--- config.mk ---
export PLATFORM = sky130hd
export DESIGN_NAME = word_lane_aligner
export DESIGN_NICKNAME = d
export VERILOG_FILES = /design/src/rtl/wla_pkg.sv /design/src/rtl/wla_addr_map.sv /design/src/rtl/wla_req_stage.sv /design/src/rtl/wla_load_extract.sv /design/src/rtl/word_lane_aligner.sv
export SDC_FILE = /design/constraint.sdc
export NUM_CORES = 1
export LEC_CHECK = 0
export BUFFER_PORTS_ARGS = -buffer_cell sky130_fd_sc_hd__clkbuf_2
export CELL_PAD_IN_SITES_DETAIL_PLACEMENT = 2
export CELL_PAD_IN_SITES_GLOBAL_PLACEMENT = 2
export CORE_UTILIZATION = 24
export CTS_CLUSTER_DIAMETER = 40
export DETAILED_ROUTE_END_ITERATION = 8
export PLACE_DENSITY = 0.82
export SLEW_MARGIN = 20
export SYNTH_ARGS = -nofsm -noshare
export SYNTH_HDL_FRONTEND = slang
export SYNTH_HIERARCHICAL = 1
export SYNTH_SLANG_ARGS = --single-unit
--- constraint.sdc ---
create_clock -name clk -period 1.3 [get_ports clk]
set_input_delay 0.195 -clock clk [delete_from_list [all_inputs] [get_ports clk]]
set_output_delay 0.195 -clock clk [all_outputs]
set_load 0.02 [all_outputs]
--- src/rtl/wla_pkg.sv ---
package wla_pkg;
  typedef enum logic [1:0] {
    SZ_BYTE  = 2'd0,
    SZ_HALF  = 2'd1,
    SZ_WORD  = 2'd2,
    SZ_DWORD = 2'd3
  } acc_size_e;
endpackage

--- src/rtl/wla_addr_map.sv ---
module wla_addr_map #(
  parameter int PA_W   = 36,
  parameter int WORD_W = 32,
  localparam int BUS_W = 2 * WORD_W,
  localparam int NB    = BUS_W / 8
) (
  input  logic              is_store,
  input  logic [2:0]        voff,
  input  logic [PA_W-1:0]   paddr,
  input  logic [WORD_W-1:0] sdata,
  input  logic              big_end,
  input  logic              rev_end,
  output logic              issue,
  output logic              exc_load,
  output logic              exc_store,
  output logic [PA_W-1:0]   paddr_adj,
  output logic              lane_hi,
  output logic [NB-1:0]     be,
  output logic [BUS_W-1:0]  wdata
);
  logic misalign;

  always_comb begin
    misalign  = |voff[1:0];
    issue     = !misalign;
    exc_load  = misalign && !is_store;
    exc_store = misalign && is_store;
    lane_hi   = voff[2] ^ big_end;
    paddr_adj = paddr;
    paddr_adj[2] = paddr[2] ^ rev_end;
    if (!misalign)
      wdata = lane_hi ? {sdata, {WORD_W{1'b0}}} : {{WORD_W{1'b0}}, sdata};
    else
      wdata = '0;
  end

  for (genvar b = 0; b < NB; b++) begin : g_be
    assign be[b] = issue && ((b >= NB / 2) == lane_hi);
  end
endmodule

--- src/rtl/wla_req_stage.sv ---
module wla_req_stage #(
  parameter int PA_W   = 36,
  parameter int WORD_W = 32,
  localparam int BUS_W = 2 * WORD_W,
  localparam int NB    = BUS_W / 8
) (
  input  logic              clk,
  input  logic              rst_n,
  input  logic              in_valid,
  output logic              in_ready,
  input  logic              d_issue,
  input  logic              d_store,
  input  logic              d_exc_load,
  input  logic              d_exc_store,
  input  logic [PA_W-1:0]   d_paddr,
  input  logic              d_lane_hi,
  input  logic [NB-1:0]     d_be,
  input  logic [BUS_W-1:0]  d_wdata,
  output logic              out_valid,
  input  logic              out_ready,
  output logic              out_req,
  output logic              out_store,
  output logic              out_exc_load,
  output logic              out_exc_store,
  output logic [PA_W-1:0]   out_paddr,
  output logic [1:0]        out_size,
  output logic [NB-1:0]     out_be,
  output logic              out_lane_hi,
  output logic [BUS_W-1:0]  out_wdata
);
  import wla_pkg::*;

  logic take;
  assign in_ready = !out_valid || out_ready;
  assign take     = in_valid && in_ready;

  always_ff @(posedge clk) begin
    if (!rst_n) begin
      out_valid     <= 1'b0;
      out_req       <= 1'b0;
      out_store     <= 1'b0;
      out_exc_load  <= 1'b0;
      out_exc_store <= 1'b0;
      out_paddr     <= '0;
      out_size      <= 2'd0;
      out_be        <= '0;
      out_lane_hi   <= 1'b0;
      out_wdata     <= '0;
    end else if (in_ready) begin
      out_valid <= in_valid;
      if (take) begin
        out_req       <= d_issue;
        out_store     <= d_store;
        out_exc_load  <= d_exc_load;
        out_exc_store <= d_exc_store;
        out_paddr     <= d_paddr;
        out_size      <= SZ_WORD;
        out_be        <= d_be;
        out_lane_hi   <= d_lane_hi;
        out_wdata     <= d_wdata;
      end
    end
  end


  exc_onehot_chk: assert property (@(posedge clk) disable iff (!rst_n)
    out_valid |-> $onehot0({out_exc_load, out_exc_store}));

  exc_no_req_chk: assert property (@(posedge clk) disable iff (!rst_n)
    (out_valid && (out_exc_load || out_exc_store)) |-> (!out_req && out_be == '0));

  be_width_chk: assert property (@(posedge clk) disable iff (!rst_n)
    (out_valid && out_req) |-> ($countones(out_be) == NB / 2));

  req_hold_chk: assert property (@(posedge clk) disable iff (!rst_n)
    (out_valid && !out_ready) |=> (out_valid && $stable(out_paddr) &&
                                   $stable(out_wdata) && $stable(out_be)));
endmodule

--- src/rtl/wla_load_extract.sv ---
module wla_load_extract #(
  parameter int WORD_W = 32,
  localparam int BUS_W = 2 * WORD_W
) (
  input  logic             clk,
  input  logic             rst_n,
  input  logic             rd_valid,
  output logic             rd_ready,
  input  logic [BUS_W-1:0] rd_data,
  input  logic             rd_lane_hi,
  output logic             ld_valid,
  input  logic             ld_ready,
  output logic [BUS_W-1:0] ld_data
);
  logic [WORD_W-1:0] word;
  logic [BUS_W-1:0]  sext;

  assign rd_ready = !ld_valid || ld_ready;

  always_comb begin
    word = rd_lane_hi ? rd_data[BUS_W-1:WORD_W] : rd_data[WORD_W-1:0];
    sext = {{WORD_W{word[WORD_W-1]}}, word};
  end

  always_ff @(posedge clk) begin
    if (!rst_n) begin
      ld_valid <= 1'b0;
      ld_data  <= '0;
    end else if (rd_ready) begin
      ld_valid <= rd_valid;
      if (rd_valid) ld_data <= sext;
    end
  end


  ld_sext_chk: assert property (@(posedge clk) disable iff (!rst_n)
    ld_valid |-> (ld_data[BUS_W-1:WORD_W] == {WORD_W{ld_data[WORD_W-1]}}));

  ld_hold_chk: assert property (@(posedge clk) disable iff (!rst_n)
    (ld_valid && !ld_ready) |=> (ld_valid && $stable(ld_data)));
endmodule

--- src/rtl/word_lane_aligner.sv ---
module word_lane_aligner #(
  parameter int PA_W   = 36,
  parameter int WORD_W = 32,
  localparam int BUS_W = 2 * WORD_W,
  localparam int NB    = BUS_W / 8
) (
  input  logic              clk,
  input  logic              rst_n,
  input  logic              in_valid,
  output logic              in_ready,
  input  logic              in_store,
  input  logic [2:0]        in_voff,
  input  logic [PA_W-1:0]   in_paddr,
  input  logic [WORD_W-1:0] in_sdata,
  input  logic              cfg_big_end,
  input  logic              cfg_rev_end,
  output logic              out_valid,
  input  logic              out_ready,
  output logic              out_req,
  output logic              out_store,
  output logic              out_exc_load,
  output logic              out_exc_store,
  output logic [PA_W-1:0]   out_paddr,
  output logic [1:0]        out_size,
  output logic [NB-1:0]     out_be,
  output logic              out_lane_hi,
  output logic [BUS_W-1:0]  out_wdata,
  input  logic              rd_valid,
  output logic              rd_ready,
  input  logic [BUS_W-1:0]  rd_data,
  input  logic              rd_lane_hi,
  output logic              ld_valid,
  input  logic              ld_ready,
  output logic [BUS_W-1:0]  ld_data
);
  logic              m_issue, m_exc_ld, m_exc_st, m_lane;
  logic [PA_W-1:0]   m_paddr;
  logic [NB-1:0]     m_be;
  logic [BUS_W-1:0]  m_wdata;

  wla_addr_map #(.PA_W(PA_W), .WORD_W(WORD_W)) u_map (
    .is_store(in_store), .voff(in_voff), .paddr(in_paddr), .sdata(in_sdata),
    .big_end(cfg_big_end), .rev_end(cfg_rev_end),
    .issue(m_issue), .exc_load(m_exc_ld), .exc_store(m_exc_st),
    .paddr_adj(m_paddr), .lane_hi(m_lane), .be(m_be), .wdata(m_wdata)
  );

  wla_req_stage #(.PA_W(PA_W), .WORD_W(WORD_W)) u_req (
    .clk(clk), .rst_n(rst_n), .in_valid(in_valid), .in_ready(in_ready),
    .d_issue(m_issue), .d_store(in_store), .d_exc_load(m_exc_ld),
    .d_exc_store(m_exc_st), .d_paddr(m_paddr), .d_lane_hi(m_lane),
    .d_be(m_be), .d_wdata(m_wdata),
    .out_valid(out_valid), .out_ready(out_ready), .out_req(out_req),
    .out_store(out_store), .out_exc_load(out_exc_load),
    .out_exc_store(out_exc_store), .out_paddr(out_paddr),
    .out_size(out_size), .out_be(out_be), .out_lane_hi(out_lane_hi),
    .out_wdata(out_wdata)
  );

  wla_load_extract #(.WORD_W(WORD_W)) u_ld (
    .clk(clk), .rst_n(rst_n), .rd_valid(rd_valid), .rd_ready(rd_ready),
    .rd_data(rd_data), .rd_lane_hi(rd_lane_hi),
    .ld_valid(ld_valid), .ld_ready(ld_ready), .ld_data(ld_data)
  );
endmodule

# ---- Word level (Yosys, flattened, before mapping)
# Cells that the tools add are included.
# W data, S select, Z words.
dict set report totals {
  regBits 145
  output_inout_bits 183
  word_cells 32
  input_bits 145
}
dict set report op_classes {
  muxes 3
  reduce_logical 14
  bitwise 3
}
# operator count
set op_table {}
lappend op_table {{$mux W64} 2}
lappend op_table {{$mux W32} 1}
lappend op_table {{$logic_and A1 B1 Y1} 5}
lappend op_table {{$logic_not A1 Y1} 4}
lappend op_table {{$reduce_and A2 Y1} 2}
lappend op_table {{$logic_or A1 B1 Y1} 2}
lappend op_table {{$reduce_or A2 Y1} 1}
lappend op_table {{$xor A1 B1 Y1} 2}
lappend op_table {{$not A1 Y1} 1}

# ---- Longest topological paths before layout
dict set report logic_depth {
  depth_word 4
  depth_mapped 7
}

# ---- By module
# Netlist, hierarchy kept.
# mod area_each_um2 cells_each instances
set modules_own_cells {}
lappend modules_own_cells {wla_req_stage 4544.4 499 1}
lappend modules_own_cells {wla_load_extract 1641.6 144 1}
lappend modules_own_cells {wla_addr_map 850.8 126 1}

# ---- Worst setup path after synthesis
# OpenSTA, ideal clock, no wires.
dict set report synth_path {
  path_kind {reg2reg}
  from {register u_req.out_valid}
  to {register u_req.out_size[1]}
  n_path_buf 3
  t_arrival_ps 1309
  setup_slack_ps -123
  period_less_slack_ps 1423
  setup_ps 115
  t_required_ps 1185
  path_stages_with_launch 7
  cell_sequence {dfxtp_1 > nand2b_4 > and2_1 > buf_6 > buf_6 > buf_6 > o21a_1}
}
dict set report synth_between {
  elab_chain_len 4
}
# element line
set synth_rtl {}
lappend synth_rtl {{start: declaration} wla_req_stage.sv:19} ;# output logic out_valid,
lappend synth_rtl {{start signal: assignment} wla_req_stage.sv:50} ;# out_valid <= in_valid;
lappend synth_rtl {{$logic_not A1 Y1 (*)} wla_req_stage.sv:34} ;# assign in_ready = !out_valid || out_ready;
lappend synth_rtl {{$logic_or A1 B1 Y1 (*)} wla_req_stage.sv:34}
lappend synth_rtl {{via in_ready} word_lane_aligner.sv:10} ;# output logic in_ready,
lappend synth_rtl {{$logic_and A1 B1 Y1} wla_req_stage.sv:35} ;# assign take = in_valid && in_ready;
lappend synth_rtl {{$reduce_and A2 Y1 (no source line) (*)} n/a}
lappend synth_rtl {{end signal: assignment} wla_req_stage.sv:45} ;# out_size <= 2'd0;
lappend synth_rtl {{end signal: assignment} wla_req_stage.sv:57} ;# out_size <= SZ_WORD;
lappend synth_rtl {{end: declaration} wla_req_stage.sv:26} ;# output logic [1:0] out_size,
# The timed path passes the listed nets; every way through them passes the cells marked *.
# A chain may end at the register's enable or synchronous reset.

# ---- Worst setup path in the final report
dict set report layout_path {
  from {register, netlist name u_ld/ld_data[31]}
  to {output ld_data[50]}
}
# element line
set layout_lines {}
lappend layout_lines {{end: declaration} word_lane_aligner.sv:34} ;# output logic [BUS_W-1:0] ld_data
# No word-level cell between the ends.

==> metrics.csv <==
metric,value,unit
ys.flop_type,dfxtp_1,
synth_seq_cells,148,
power_frac_seq,41.5,%
slew_violations,0,
syn_area,0.00704,mm2
arrival,1.16,ns
synth_edf_count,0,
cap_violations,0,
drive_above_1_share,38.4,%
wl_met2,13.1,mm
rsz0062_at_grt,yes,
die_area,0.0300,mm2
grt.total_usage,16.3,%
cts_max_level,4,
ios,328,
grt_max_degree,65,
worstPathRequired,1.11,ns
met3_length,1.59,mm
setup_viol,33,
comb_power_share,17.7,%
p_switching,3.38,mW
irDropWorstVdd,0.779,mV
hold_viol,0,
setup_ws,-0.0502,ns
synth_top_area_share,42.1,%
routed_wl,24.9,mm
overflow,0,
hold_path_class,input pin to register,
syn_avg_cell_area,9.15,um2
area_growth,37.2,%
clk_latency,0.43,ns
first_iter_violations,176,
clkSinkCount,148,
gp_congestion,0.708,
clock_skew,0.00929,ns
grt_first_pass_wirelength,38.4,mm
synth_area_leaders,"dfxtp_1 (42%), mux2i_1 (21%), nand2_1 (12%)",
p_total,11.7,mW
portBuffers,326,
tritoncts,done,
violations,negative setup slack,
numCtsBuffers,17,
holdWs,0.0206,ns
sw_frac_of_total,28.9,%
antenna_found_initial,2,
syn-num-nets,914,
clockBufferDepth,2,
num-fill-cells,3271,
synth_seq_area_share,42.1,%
wire_per_inst,17.4,um
tightest_slew,0.595,ns
seq_area,0.00297,mm2
slew_headroom,60.3,%
intPower,8.31,mW
vias,6280,
fp.dieH,173,um
synth_warnings,6,
cts.reportedPaths.clkPinSlew,0.06,ns
netlist_top_cells_count,"nand2_1 (226), dfxtp_1 (148), mux2i_1 (145), buf_4 (79), and3_1 (64)",
critPathCaptureType,output port,
floorplan.rows,62,
outcome,finished with violations,
via_per_inst,4.39,
cp_max_fo,16,
fin_crit,1.35,ns
core,0.0288,mm2
tns,-1.03,ns
nNetsFinal,1180,
ant_nets,0,
fmax,741,MHz
met1_length,9.75,mm
multi_input_area,0.00316,mm2
drcViolationCount,0,
final_area,0.00966,mm2
p_per_area,1210,mW/mm2
diodes,0,
setup.worst_path.class,register to output port,
synth_cell_types,28,
top_layer_used,met5,
start_util,24.5,%
dr.pass1.iters,4,
async_flop_share,0,%
pre_cts_ws,-0.200,ns
synth_cells,769,
p_clk_share,40.8,%
yosysMostFrequentCell,nand2_1,
cp-start-kind,register,
dp_hpwl,17.4,mm
power.leakage,4.77,nW
post-route-period-util,104,%
grt_pass1_vias,6851,
die_w,173,um
clock-root-buffer,clkbuf_16,
yosysTopAreaCell,dfxtp_1,
place_area,0.00865,mm2
==> placed cells by master, fill, tap and decap left out, types with 2 or more instances in the layout <==
cell             n
inv_1            2
nand2_1        226
buf_2            9
mux2i_1        144
a21boi_0         2
nand2b_4         2
dfxtp_2          2
o2bb2ai_2        2
clkbuf_2       291
buf_6            2
and3_1          64
dfxtp_1        145
o2bb2ai_1       30
buf_16           2
clkbuf_16       20
clkbuf_4         8
clkbuf_1         3
buf_4           28
clkinvlp_4       7
dlygate4sd3_1   23
buf_12          16
==> sequential cells by signal, indices dropped and copies added (netlist names), 8 cells and up <==
name             count
u_req/out_wdata     64
u_req/out_be         8
u_ld/ld_data        32
u_req/out_paddr     36
==> final timing paths <==
path	start	end	slack (ns)	depth (start not counted)
worst max-delay path	u_ld/ld_data[31]$_SDFFE_PN0P_	ld_data[50]	-0.05	2
worst min-delay path	in_paddr[0]	u_req/out_paddr[0]$_SDFFE_PN0P_	0.02	3
worst max register to register	u_req/out_valid$_SDFFE_PN0P_	u_req/out_wdata[51]$_SDFFE_PN0P_	0.06	5
worst min register to register	u_req/out_wdata[3]$_SDFFE_PN0P_	u_req/out_wdata[3]$_SDFFE_PN0P_	0.46	2
==> layout make-up <==
cell class / instances / area share [%]
multi-input cells: 483 / 32.8
clock inverters: 11 / 1.09
flip-flops and latches: 148 / 30.8
repair buffers: 382 / 25.6
inverters: 3 / 0.117
clock buffers: 21 / 4.67
well taps: 384 / 4.98
==> through the flow <==
| stage | util, % | instances |
|---|---|---|
| global placement | 30.0 | 1369 |
| CTS | 32.9 | 1424 |
| floorplan | - | 769 |
| detailed placement | 30.0 | 1369 |
| finish | 33.5 | 1432 |
| global route | 33.5 | 1432 |
==> power groups by stage <==
stage / Combinational, mW / Clock, mW / Sequential (mW)
global placement: 1.88 / 0 / 4.94
global route: 2.22 / 5.16 / 4.88
CTS: 2.00 / 5.00 / 4.85
detailed placement: 1.92 / 0 / 4.95
finish: 2.06 / 4.77 / 4.86
floorplan: 1.04 / 0 / 5.19
==> worst max-delay path: stages, from the launching register on <==
cell	delay [ns]
dfxtp_4	0.39
clkbuf_16	0.17
buf_2	0.17
==> kinds of logic (layout without fill, tap and decap cells) <==
family | Yosys count | after routing | share of synthesized area [%]
buffers and inverters | 138 | 417 | 13.4
AO/OA/AOI/OAI | 36 | 36 | 4.75
multiplexers | 145 | 145 | 20.6
AND/OR/NAND/NOR | 299 | 299 | 18.7
flip-flops | 148 | 148 | 42.1
XOR/XNOR | 2 | 2 | 0.356
other | 1 | 1 | 0.0533
==> routing by layer <==
metal / track usage (%) / vias up
met2: 30.2 / 216
met5: 0 / -
met4: 5.64 / 2
li1: - / 3016
met3: 5.07 / 33
met1: 17.4 / 3013
==> what timing repair did <==
item,4_1_cts,5_1_grt
cloned,0,3
hold buffers,23,0
setup endpoints to repair,34,108
hold endpoints to repair,23,0
gates resized for setup,14,44
pin swaps,0,1
buffers inserted,0,5
(Power assumes the default switching activity.)
